### src/rtl/br_pkg.sv
package br_pkg;

  localparam int OPC_W = 8;

  localparam logic [7:0] OP_TIMER_TEST = 8'h16;
  localparam logic [7:0] OP_TABLE_JMP  = 8'hB3;
  localparam logic [4:0] LOW_BIT_TEST  = 5'b10010;
  localparam logic [4:0] LOW_DIRECT    = 5'b00100;
  localparam logic [3:0] LOW_COND_NIB  = 4'h6;

  typedef enum logic [1:0] {
    BK_NONE,
    BK_COND,
    BK_JMP,
    BK_IND
  } br_kind_e;

  typedef enum logic [3:0] {
    CS_TF,
    CS_T0,
    CS_T1,
    CS_F0,
    CS_F1,
    CS_ZERO,
    CS_IBF,
    CS_CY,
    CS_ABIT
  } cond_sel_e;

  typedef struct packed {
    logic cy;
    logic f0;
    logic f1;
    logic tf;
    logic ibf;
    logic t0;
    logic t1;
  } br_flags_t;

endpackage

### src/rtl/br_decode.sv
module br_decode
  import br_pkg::*;
(
  input  logic [OPC_W-1:0] opcode,
  output br_kind_e         kind,
  output cond_sel_e        sel,
  output logic             neg
);

  always_comb begin
    kind = BK_NONE;
    sel  = CS_TF;
    neg  = 1'b0;
    if (opcode[4:0] == LOW_BIT_TEST) begin
      kind = BK_COND;
      sel  = CS_ABIT;
    end else if (opcode == OP_TABLE_JMP) begin
      kind = BK_IND;
    end else if (opcode[4:0] == LOW_DIRECT) begin
      kind = BK_JMP;
    end else if (opcode[3:0] == LOW_COND_NIB) begin
      kind = BK_COND;
      case (opcode[7:4])
        4'h1: sel = CS_TF;
        4'h2: begin sel = CS_T0;   neg = 1'b1; end
        4'h3: sel = CS_T0;
        4'h4: begin sel = CS_T1;   neg = 1'b1; end
        4'h5: sel = CS_T1;
        4'h7: sel = CS_F1;
        4'h9: begin sel = CS_ZERO; neg = 1'b1; end
        4'hB: sel = CS_F0;
        4'hC: sel = CS_ZERO;
        4'hD: begin sel = CS_IBF;  neg = 1'b1; end
        4'hE: begin sel = CS_CY;   neg = 1'b1; end
        4'hF: sel = CS_CY;
        default: kind = BK_NONE;
      endcase
    end
  end

endmodule

### src/rtl/br_cond.sv
module br_cond
  import br_pkg::*;
#(
  parameter int DW = 8
) (
  input  cond_sel_e   sel,
  input  logic        neg,
  input  br_flags_t   flags,
  input  logic [DW-1:0] acc,
  input  logic [2:0]  bsel,
  output logic        hit
);

  localparam int NB = (DW < 8) ? DW : 8;

  logic [7:0] abit_vec;
  logic       acc_zero;
  logic       raw;

  // accumulator bits available to the bit test; absent bits read as 0
  genvar gi;
  generate
    for (gi = 0; gi < 8; gi++) begin : g_abit
      if (gi < NB) begin : g_has
        assign abit_vec[gi] = acc[gi];
      end else begin : g_pad
        assign abit_vec[gi] = 1'b0;
      end
    end
  endgenerate

  assign acc_zero = (acc == '0);

  always_comb begin
    case (sel)
      CS_TF:   raw = flags.tf;
      CS_T0:   raw = flags.t0;
      CS_T1:   raw = flags.t1;
      CS_F0:   raw = flags.f0;
      CS_F1:   raw = flags.f1;
      CS_ZERO: raw = acc_zero;
      CS_IBF:  raw = flags.ibf;
      CS_CY:   raw = flags.cy;
      CS_ABIT: raw = abit_vec[bsel];
      default: raw = 1'b0;
    endcase
    hit = raw ^ neg;
  end

endmodule

### src/rtl/br_target.sv
module br_target
  import br_pkg::*;
#(
  parameter int PC_W = 12,
  parameter int DW   = 8
) (
  input  br_kind_e        kind,
  input  logic            taken,
  input  logic [PC_W-1:0] pc_cur,
  input  logic [DW-1:0]   operand,
  input  logic [2:0]      op_hi,
  input  logic [DW-1:0]   acc,
  input  logic [DW-1:0]   tbl_data,
  output logic [PC_W-1:0] next_pc,
  output logic [PC_W-1:0] tbl_addr
);

  localparam int PG_W  = PC_W - DW;
  localparam int JMP_W = DW + 3;

  function automatic logic [PC_W-1:0] pc_plus(input logic [PC_W-1:0] pc,
                                               input int unsigned k);
    return pc + PC_W'(k);
  endfunction

  function automatic logic [PC_W-1:0] in_page(input logic [PG_W-1:0] pg,
                                               input logic [DW-1:0] lo);
    return {pg, lo};
  endfunction

  logic [PC_W-1:0] pc_p1;
  logic [PC_W-1:0] pc_p2;
  logic [PG_W-1:0] page2;
  logic [PC_W-1:0] jmp_tgt;

  assign pc_p1    = pc_plus(pc_cur, 1);
  assign pc_p2    = pc_plus(pc_cur, 2);
  assign page2    = pc_p1[PC_W-1:DW];
  assign tbl_addr = in_page(page2, acc);

  generate
    if (PC_W > JMP_W) begin : g_keep_bank
      assign jmp_tgt = {pc_cur[PC_W-1:JMP_W], op_hi, operand};
    end else begin : g_no_bank
      assign jmp_tgt = PC_W'({op_hi, operand});
    end
  endgenerate

  always_comb begin
    case (kind)
      BK_COND: next_pc = taken ? in_page(page2, operand) : pc_p2;
      BK_JMP:  next_pc = jmp_tgt;
      BK_IND:  next_pc = in_page(page2, tbl_data);
      default: next_pc = pc_p1;
    endcase
  end

endmodule

### src/rtl/br_page_unit.sv
module br_page_unit
  import br_pkg::*;
#(
  parameter int PC_W = 12,
  parameter int DW   = 8
) (
  input  logic            clk,
  input  logic            rst_n,
  input  logic            dec_valid,
  input  logic [PC_W-1:0] pc_cur,
  input  logic [7:0]      opcode,
  input  logic [DW-1:0]   operand,
  input  logic [DW-1:0]   acc,
  input  logic            cy,
  input  logic            f0,
  input  logic            f1,
  input  logic            tf,
  input  logic            ibf,
  input  logic            t0,
  input  logic            t1,
  input  logic [DW-1:0]   tbl_data,
  output logic [PC_W-1:0] tbl_addr,
  output logic            res_valid,
  output logic            res_branch,
  output logic            res_taken,
  output logic [PC_W-1:0] res_next_pc,
  output logic            tf_clr
);

  br_kind_e        kind;
  cond_sel_e       sel;
  logic            neg;
  logic            cond_hit;
  br_flags_t       flags;
  logic [PC_W-1:0] next_now;

  // named decode events, also observed by the checker
  logic d_cond, d_jmp, d_ind, d_timer_test;
  logic taken_now, branch_now;

  assign flags = '{cy: cy, f0: f0, f1: f1, tf: tf, ibf: ibf, t0: t0, t1: t1};

  br_decode u_dec (
    .opcode (opcode),
    .kind   (kind),
    .sel    (sel),
    .neg    (neg)
  );

  br_cond #(.DW(DW)) u_cond (
    .sel   (sel),
    .neg   (neg),
    .flags (flags),
    .acc   (acc),
    .bsel  (opcode[7:5]),
    .hit   (cond_hit)
  );

  assign d_cond       = (kind == BK_COND);
  assign d_jmp        = (kind == BK_JMP);
  assign d_ind        = (kind == BK_IND);
  assign d_timer_test = (opcode == OP_TIMER_TEST);
  assign branch_now   = d_cond | d_jmp | d_ind;
  assign taken_now    = d_cond ? cond_hit : (d_jmp | d_ind);

  br_target #(.PC_W(PC_W), .DW(DW)) u_tgt (
    .kind     (kind),
    .taken    (taken_now),
    .pc_cur   (pc_cur),
    .operand  (operand),
    .op_hi    (opcode[7:5]),
    .acc      (acc),
    .tbl_data (tbl_data),
    .next_pc  (next_now),
    .tbl_addr (tbl_addr)
  );

  always_ff @(posedge clk or negedge rst_n) begin
    if (!rst_n) begin
      res_valid   <= 1'b0;
      res_branch  <= 1'b0;
      res_taken   <= 1'b0;
      res_next_pc <= '0;
      tf_clr      <= 1'b0;
    end else begin
      res_valid <= dec_valid;
      tf_clr    <= dec_valid & d_timer_test;
      if (dec_valid) begin
        res_branch  <= branch_now;
        res_taken   <= taken_now;
        res_next_pc <= next_now;
      end
    end
  end

endmodule

### config.mk
export PLATFORM = sky130hd
export DESIGN_NAME = br_page_unit
export DESIGN_NICKNAME = d
export VERILOG_FILES = /design/src/rtl/br_pkg.sv /design/src/rtl/br_decode.sv /design/src/rtl/br_cond.sv /design/src/rtl/br_target.sv /design/src/rtl/br_page_unit.sv
export SDC_FILE = /design/constraint.sdc
export NUM_CORES = 1
export LEC_CHECK = 0
export BUFFER_PORTS_ARGS = -buffer_cell sky130_fd_sc_hd__buf_2
export CORE_MARGIN = 2
export CORE_UTILIZATION = 53
export CTS_CLUSTER_SIZE = 30
export DETAILED_ROUTE_END_ITERATION = 6
export GPL_ROUTABILITY_DRIVEN = 0
export GPL_TIMING_DRIVEN = 0
export PLACE_DENSITY = 0.83
export RECOVER_POWER = 25
export SYNTH_ARGS = -nofsm -noshare
export SYNTH_HDL_FRONTEND = slang
export SYNTH_SLANG_ARGS = --single-unit
### constraint.sdc
create_clock -name clk -period 1.6 [get_ports clk]
set_clock_uncertainty 0.05 [all_clocks]
set_input_delay 0.08 -clock clk [delete_from_list [all_inputs] [get_ports clk]]
set_output_delay 0.08 -clock clk [all_outputs]
set_load 0.03 [all_outputs]
==> tab_implementation.tex, run 1 <==
\begin{tabular}{lr}
\hline
Metric & Value \\
\hline
\multicolumn{2}{l}{\textbf{Outcome}} \\
\quad Outcome & finished, violations left \\
\quad Violated checks & setup timing \\
\multicolumn{2}{l}{\textbf{Synthesis}} \\
\quad Number of instances in the synthesized netlist & 247 \\
\quad Dominant cell type by area after synthesis & sky130\_fd\_sc\_hd\_\_dfrtp\_1 \\
\quad Largest family of logic cells by synthesized area & simple AND/OR/NAND/NOR gates \\
\quad Area share of and/or/nand/nor cells after synthesis & 26.84\% \\
\quad Largest cells by area after synthesis & sky130\_fd\_sc\_hd\_\_dfrtp\_1 21\%, sky130\_fd\_sc\_hd\_\_xnor2\_1 5.9\%, sky130\_fd\_sc\_hd\_\_buf\_4 4.3\% \\
\quad Adder and majority gate portion of the synthesized area & 1.290\% \\
\quad Number of enable flip-flop cells after synthesis & 0 \\
\quad Most frequent cells after synthesis & 22 x sky130\_fd\_sc\_hd\_\_nand2\_1, 17 x sky130\_fd\_sc\_hd\_\_nor2\_1, 16 x sky130\_fd\_sc\_hd\_\_dfrtp\_1 \\
\quad Share of cell area taken by muxes after synthesis & 6.581\% \\
\quad Count of synthesis-stage warnings from yosys & 0 \\
\quad Post-synth design cell area & 0.001939 mm² \\
\quad Fraction of registers with async set/reset & 100.0\% \\
\quad Number of synthesized register bits & 16 \\
\quad Avg Synthesized Cell Area & 7.852 µm² \\
\quad Post-synthesis xor/xnor area fraction & 9.871\% \\
\quad Post-synthesis net count & 303 \\
\quad Sequential element share of the synthesized area & 20.65\% \\
\quad Synthesized-area fraction occupied by ao, oa, aoi and oai cells & 25.42\% \\
\quad Flip-flop cell with the highest count after synthesis & sky130\_fd\_sc\_hd\_\_dfrtp\_1 \\
\quad Library cells used by synthesis & 58 \\
\quad Synth top area share & 20.65\% \\
\quad Cell with the most instances after synthesis & sky130\_fd\_sc\_hd\_\_nand2\_1 \\
\multicolumn{2}{l}{\textbf{Drt}} \\
\quad Drt pass-1 iters & 5 \\
\quad Post-route DRC violation count & 0 \\
\quad Post-detailed-routing wire length & 6502 µm \\
\quad Top layer in use & met4 \\
\quad Antenna-violating nets left & 0 \\
\quad Detailed-routing wirelength on met1 & 2610 µm \\
\quad Vias per cell & 6.177 \\
\quad Met2 Routed Length & 3294 µm \\
\quad Met3 WL post-DR & 467 µm \\
\quad Detailed router's first-iteration violation count & 200 \\
\quad Wire length per cell after detailed routing & 16.89 µm \\
\quad Via Count & 2378 \\
\multicolumn{2}{l}{\textbf{CTS}} \\
\quad Number of CTS-inserted buffers & 3 \\
\quad Deepest clock path buffer count & 2 \\
\quad Number of levels the H-tree was split into & 1 \\
\quad Root buffer cell & sky130\_fd\_sc\_hd\_\_clkbuf\_4 \\
\quad Sinks on the clock net & 16 \\
\quad Clock-pin transition on the worst setup and hold timing paths & 120 ps \\
\quad CTS tree & done \\
\quad Worst-skew pair later-pin latency & 310 ps \\
\multicolumn{2}{l}{\textbf{Hold path}} \\
\quad Cells on Worst Hold Path & 3 \\
\quad HP Class & primary input to flip-flop \\
\multicolumn{2}{l}{\textbf{Place}} \\
\quad Port Buf Inserts & 75 \\
\quad Post-Place Cells & 368 \\
\quad HPWL Detailed & 4355 µm \\
\quad Pre-CTS setup slack & -1037 ps \\
\multicolumn{2}{l}{\textbf{STA}} \\
\quad Endpoints failing hold & 0 \\
\quad Final slew viol count & 0 \\
\quad Worst slew margin relative to its limit & 38.24\% \\
\quad Slew at the pin closest to its max-slew limit & 926.4 ps \\
\quad Fmax & 460.9 MHz \\
\quad Share of the clock period used by the worst path after layout & 135.6\% \\
\quad Final worst-path setup slack & -569.6 ps \\
\quad Final Setup Violations & 13 \\
\quad Shortest period the worst path allows & 2170 ps \\
\quad Setup repair after global routing missed its margin & true \\
\multicolumn{2}{l}{\textbf{Global routing}} \\
\quad Wire length of the first global-routing pass & 9777 µm \\
\quad Aggregate global-route resource usage & 29.62\% \\
\quad Vias in the first global route & 2109 \\
\quad Maximum number of pins on one net before global-route repair & 17 \\
\quad Initial antenna violation count & 0 \\
\quad Global route total overflow & 0 \\
\multicolumn{2}{l}{\textbf{Critical path}} \\
\quad Crit start category & primary input \\
\quad Arrival time at the worst endpoint & 2320 ps \\
\quad Chain of cells forming the critical path & buf\_6 > and4bb\_2 > o221ai\_2 > and2\_1 > o311a\_1 > or3\_1 > buf\_6 > a21oi\_4 > o21ai\_2 > xnor2\_1 > mux2\_4 \\
\quad Family with the most delay on the worst path & simple AND/OR/NAND/NOR gates \\
\quad Worst path slowest cell & sky130\_fd\_sc\_hd\_\_o311a\_1 \\
\quad CP endpoint kind & flip-flop \\
\quad Worst path bufs/invs & 2 \\
\quad Worst path depth & 11 \\
\quad CP peak stage delay & 380 ps \\
\quad CP Max Fanout & 6 \\
\quad Cell count of the worst reg-to-reg path & 4 \\
\quad Critical path's most frequent cell & sky130\_fd\_sc\_hd\_\_buf\_6 \\
\quad Data required, critical path & 1750 ps \\
\quad Worst Path Class, Setup & primary input to flip-flop \\
\multicolumn{2}{l}{\textbf{Power}} \\
\quad Leakage dissipation & 1.242 nW \\
\quad Total power & 1.505 mW \\
\quad Clock share of power & 19.8\% \\
\quad Worst ir drop on vdd & 458.8 µV \\
\quad Part of the power in combinational logic & 48.9\% \\
\quad Switching pwr & 0.6138 mW \\
\quad Reg power frac & 31.3\% \\
\quad Internal power consumption & 0.8911 mW \\
\quad Power per unit of standard cell area & 533.6 mW/mm² \\
\quad Switching share of power & 40.79\% \\
\multicolumn{2}{l}{\textbf{Floorplanning}} \\
\quad Boundary pin count & 82 \\
\quad Die ar. & 0.004159 mm² \\
\quad Die height & 64.49 µm \\
\quad Effective utilization at floorplan & 56.78\% \\
\quad Row count & 21 \\
\quad Placeable core area & 0.003416 mm² \\
\quad Horizontal extent of the die & 64.49 µm \\
\multicolumn{2}{l}{\textbf{Final layout}} \\
\quad Filler Cells Inserted & 215 \\
\quad Post-layout nets & 396 \\
\quad Number of antenna diodes & 0 \\
\quad Number of standard cells in the layout, taps in and fillers out & 385 \\
\quad Area Overhead vs Synth & 45.42\% \\
\quad Layout cells sized above 1 & 42.18\% \\
\multicolumn{2}{l}{\textbf{Flow run}} \\
\quad Count of maximum capacitance violations & 0 \\
\hline
\end{tabular}
==> cells by family after synthesis <==
kind of cell,count (synthesis)
compound gates,69
xor+xnor,21
fa+ha+maj,2
buf+inv,34
flops,16
mux,10
simple gates,95
==> state kept, by name (all words and copies together) (netlist names) <==
register	flops
res_branch	1
res_next_pc	12
res_taken	1
res_valid	1
tf_clr	1
==> cells in the final DEF, fill, tap and decap left out, drive strengths merged, types with 8 or more instances in the layout <==
| cell | Yosys | final |
|---|---|---|
| a21oi | 13 | 13 |
| buf | 16 | 97 |
| clkbuf | 11 | 16 |
| dfrtp | 16 | 16 |
| nand2 | 23 | 24 |
| nand3 | 14 | 14 |
| nor2 | 17 | 17 |
| o21ai | 16 | 16 |
| xnor2 | 13 | 13 |
| xor2 | 8 | 8 |
==> power by group through the flow <==
stage,clock network [mW],registers (mW),logic [mW]
final,0.298,0.471,0.736
after floorplan,0,0.567,0.334
after global placement,0,0.475,0.624
after CTS,0.292,0.471,0.686
after detailed placement,0,0.479,0.633
after global routing,0.311,0.477,0.784
==> stage by stage <==
step / utilization, % / TNS [ps] / hold WS, ps / instance area [µm²]
after floorplan: - / -6325 / -265.6 / 2004
after global placement: 71.36 / -10900 / -32.92 / 2437
after detailed placement: 71.36 / -11330 / -26.06 / 2437
after CTS: 78.10 / -5743 / 22.61 / 2668
after global routing: 82.56 / -7611 / 61.26 / 2820
final: 82.56 / -6156 / 36.39 / 2820
==> worst paths after layout <==
path / from / to / slack, ps
setup / recovery: opcode[3] / res_next_pc[11] / -570
hold / removal: tbl_data[1] / res_next_pc[1] / 40
setup reg to reg: res_next_pc[8] / res_next_pc[8] / 500
hold reg to reg: res_next_pc[9] / res_next_pc[9] / 450
max in group asynchronous: rst_n / res_valid / 570
min in group asynchronous: rst_n / res_next_pc[6] / 360
==> layer usage <==
layer  up-vias  GRT usage [%]
li1       1096              -
met1      1132          37.55
met2       130          52.08
met3        20          5.729
met4         0          6.649
met5         -              0
==> worst register-to-register path: stages, from the launching register on <==
cell and delay [ps]:
sky130_fd_sc_hd__dfrtp_1 390, sky130_fd_sc_hd__o22ai_1 240, sky130_fd_sc_hd__nor3b_1 90, sky130_fd_sc_hd__mux2i_1 140
sky130_fd_sc_hd__o21ai_1 80
==> final cells by class <==
class	instances	area [µm²]	share of cell area [%]
multi-input combinational	198	1555	55.15
timing repair buffer	89	563.0	19.96
sequential	16	400.4	14.20
buffer	25	181.4	6.433
tap	46	57.56	2.041
clock buffer	4	36.28	1.287
inverter	7	26.28	0.9317
==> repair_timing <==
| item | in CTS | in global routing |
|---|---|---|
| buffers inserted | 4 | 4 |
| setup endpoints to repair | 15 | 17 |
| gates cloned | 2 | 0 |
| hold buffers | 5 | 0 |
| endpoints found under the hold margin | 20 | 0 |
| pin swaps | 18 | 8 |
| gates resized for setup | 21 | 34 |
(Power assumes the default switching activity.)
==> run 2, diff against run 1 <==
- CELL_PAD_IN_SITES_DETAIL_PLACEMENT: unset -> 1
- CELL_PAD_IN_SITES_GLOBAL_PLACEMENT: unset -> 2
- CORE_UTILIZATION: 53 -> 28
- PLACE_DENSITY: 0.83 -> 0.82
==> tab_implementation.tex, run 2 (synthesis results as in run 1) <==
\begin{tabular}{lr}
\hline
Metric & Value \\
\hline
\multicolumn{2}{l}{\textbf{Global routing}} \\
\quad Maximum number of pins on one net before global-route repair & 17 \\
\quad Wire length of the first global-routing pass & 11770 µm \\
\quad Initial antenna violation count & 0 \\
\quad Aggregate global-route resource usage & 19.54\% \\
\quad Vias in the first global route & 2349 \\
\quad Global route total overflow & 0 \\
\multicolumn{2}{l}{\textbf{STA}} \\
\quad Slew at the pin closest to its max-slew limit & 1036 ps \\
\quad Worst-case hold slack & 12.18 ps \\
\quad Worst slew margin relative to its limit & 30.91\% \\
\quad Final Setup Violations & 13 \\
\quad Total negative slack & -7091 ps \\
\quad Final slew viol count & 0 \\
\quad Shortest period the worst path allows & 2222 ps \\
\quad Share of the clock period used by the worst path after layout & 138.9\% \\
\quad Setup repair after global routing missed its margin & true \\
\quad Final worst-path setup slack & -621.8 ps \\
\quad Fmax & 450.1 MHz \\
\quad Endpoints failing hold & 0 \\
\multicolumn{2}{l}{\textbf{Drt}} \\
\quad Vias per cell & 5.329 \\
\quad Post-route DRC violation count & 0 \\
\quad Antenna-violating nets left & 0 \\
\quad Post-detailed-routing wire length & 7350 µm \\
\quad Drt pass-1 iters & 4 \\
\quad Via Count & 2254 \\
\quad Detailed router's first-iteration violation count & 109 \\
\quad Wire length per cell after detailed routing & 17.38 µm \\
\multicolumn{2}{l}{\textbf{CTS}} \\
\quad Clock-pin transition on the worst setup and hold timing paths & 70 ps \\
\quad Root buffer cell & sky130\_fd\_sc\_hd\_\_clkbuf\_8 \\
\quad Number of CTS-inserted buffers & 3 \\
\quad CTS tree & done \\
\quad Sinks on the clock net & 16 \\
\quad Number of levels the H-tree was split into & 1 \\
\quad Worst-skew pair later-pin latency & 260 ps \\
\quad Deepest clock path buffer count & 2 \\
\multicolumn{2}{l}{\textbf{Critical path}} \\
\quad Worst setup startpoint & opcode[2] \\
\quad R2r startpoint & res\_next\_pc[8] \\
\quad Data required, critical path & 1690 ps \\
\quad Crit start category & primary input \\
\quad Arrival time at the worst endpoint & 2310 ps \\
\quad Chain of cells forming the critical path & buf\_4 > and4bb\_2 > o2111a\_1 > a21o\_1 > o311a\_1 > or3\_1 > buf\_6 > nand2\_8 > mux2i\_2 > mux2i\_1 > o21ai\_1 \\
\quad Family with the most delay on the worst path & compound AO/OA/AOI/OAI gates \\
\quad CP endpoint kind & flip-flop \\
\quad CP Max Fanout & 8 \\
\quad Worst path bufs/invs & 2 \\
\quad Cell count of the worst reg-to-reg path & 4 \\
\quad Worst path slowest cell & sky130\_fd\_sc\_hd\_\_o311a\_1 \\
\quad Worst Path Class, Setup & primary input to flip-flop \\
\quad CP peak stage delay & 350 ps \\
\quad R2r setup slk & 460 ps \\
\quad Capturing point of the worst reg2reg path & res\_next\_pc[8] \\
\multicolumn{2}{l}{\textbf{Floorplanning}} \\
\quad Die ar. & 0.007608 mm² \\
\quad Placeable core area & 0.006756 mm² \\
\quad Horizontal extent of the die & 87.23 µm \\
\quad Die height & 87.23 µm \\
\quad Effective utilization at floorplan & 28.70\% \\
\quad Row count & 30 \\
\quad Boundary pin count & 82 \\
\multicolumn{2}{l}{\textbf{Final layout}} \\
\quad Max FFs per register & 12 \\
\quad Layout cells sized above 1 & 44.90\% \\
\quad Post-layout nets & 400 \\
\quad Most frequent standard cell in the layout excluding fill and tap cells & sky130\_fd\_sc\_hd\_\_buf\_2 \\
\quad Filler Cells Inserted & 842 \\
\quad Area Overhead vs Synth & 53.29\% \\
\quad Largest reg by FF count & res\_next\_pc \\
\quad Non-Filler Cell Area, Final & 0.002973 mm² \\
\quad Number of antenna diodes & 0 \\
\quad Commonest cells after routing, fill and taps aside & 60 x sky130\_fd\_sc\_hd\_\_buf\_2, 24 x sky130\_fd\_sc\_hd\_\_buf\_4, 21 x sky130\_fd\_sc\_hd\_\_nand2\_1 \\
\multicolumn{2}{l}{\textbf{Hold path}} \\
\quad Critical hold path startpoint & tbl\_data[4] \\
\quad HP Class & primary input to flip-flop \\
\quad Cells on Worst Hold Path & 3 \\
\quad Worst hold endpoint & res\_next\_pc[4] \\
\multicolumn{2}{l}{\textbf{Power}} \\
\quad Leakage dissipation & 1.234 nW \\
\quad Total power & 1.635 mW \\
\quad Power per unit of standard cell area & 550.1 mW/mm² \\
\quad Worst ir drop on vdd & 287.4 µV \\
\multicolumn{2}{l}{\textbf{Place}} \\
\quad HPWL Detailed & 5457 µm \\
\quad Post-detailed-placement cell area & 0.002480 mm² \\
\quad Port Buf Inserts & 75 \\
\quad Pre-CTS setup slack & -1097 ps \\
\multicolumn{2}{l}{\textbf{Outcome}} \\
\quad Violated checks & setup timing \\
\quad Outcome & finished, violations left \\
\multicolumn{2}{l}{\textbf{Flow run}} \\
\quad Count of maximum capacitance violations & 0 \\
\hline
\end{tabular}
## run 2: worst min-delay path: stages
cell and delay [ps]:
sky130_fd_sc_hd__buf_2 100, sky130_fd_sc_hd__nand2_1 40, sky130_fd_sc_hd__a31oi_1 70
## run 2: routing by layer
metal | wire, µm | global-route usage (%) | share of wire, %
met1 | 3255 | 25.68 | 44
met2 | 3752 | 35.05 | 51
met3 | 268 | 2.370 | 3.6
met4 | 73 | 2.657 | 0.99
met5 | 0 | 0 | 0
## run 2: metrics by stage
stage | utilization [%] | std cells
finish | 44.00 | 423
global route | 44.00 | 423
CTS | 42.46 | 420
detailed placement | 36.70 | 402
global placement | 36.70 | 402
floorplan | - | 247
## run 2: how the worst max path moves through the flow
stage	cells past startpoint	endpoint
CTS	11	res_next_pc[8]
detailed placement	11	res_next_pc[8]
global placement	10	res_next_pc[5]
floorplan	11	res_next_pc[11]
global route	13	res_next_pc[3]
finish	11	res_next_pc[8]
## run 2: cell type report
class / instances / area [µm²] / area share [%]
multi-input cells: 197 / 1597 / 53.70
repair buffers: 94 / 601.8 / 20.24
flip-flops and latches: 16 / 400.4 / 13.47
plain buffers: 25 / 192.7 / 6.481
well taps: 80 / 100.1 / 3.367
clock buffers: 4 / 55.05 / 1.852
inverters: 7 / 26.28 / 0.8838
## run 2: timing repair
| action | in CTS | in global routing |
|---|---|---|
| hold buffers | 2 | 0 |
| pin swaps | 26 | 8 |
| cloned | 1 | 0 |
| buffers inserted | 13 | 3 |
| setup endpoints to repair | 16 | 16 |
| resized for setup | 46 | 27 |
| hold endpoints to repair | 17 | 0 |
## run 2: power by group
group	switching [mW]	leakage [nW]	internal, mW
logic	0.449	1.02	0.329
registers	0.0213	0.188	0.448
clock network	0.168	0.0288	0.219
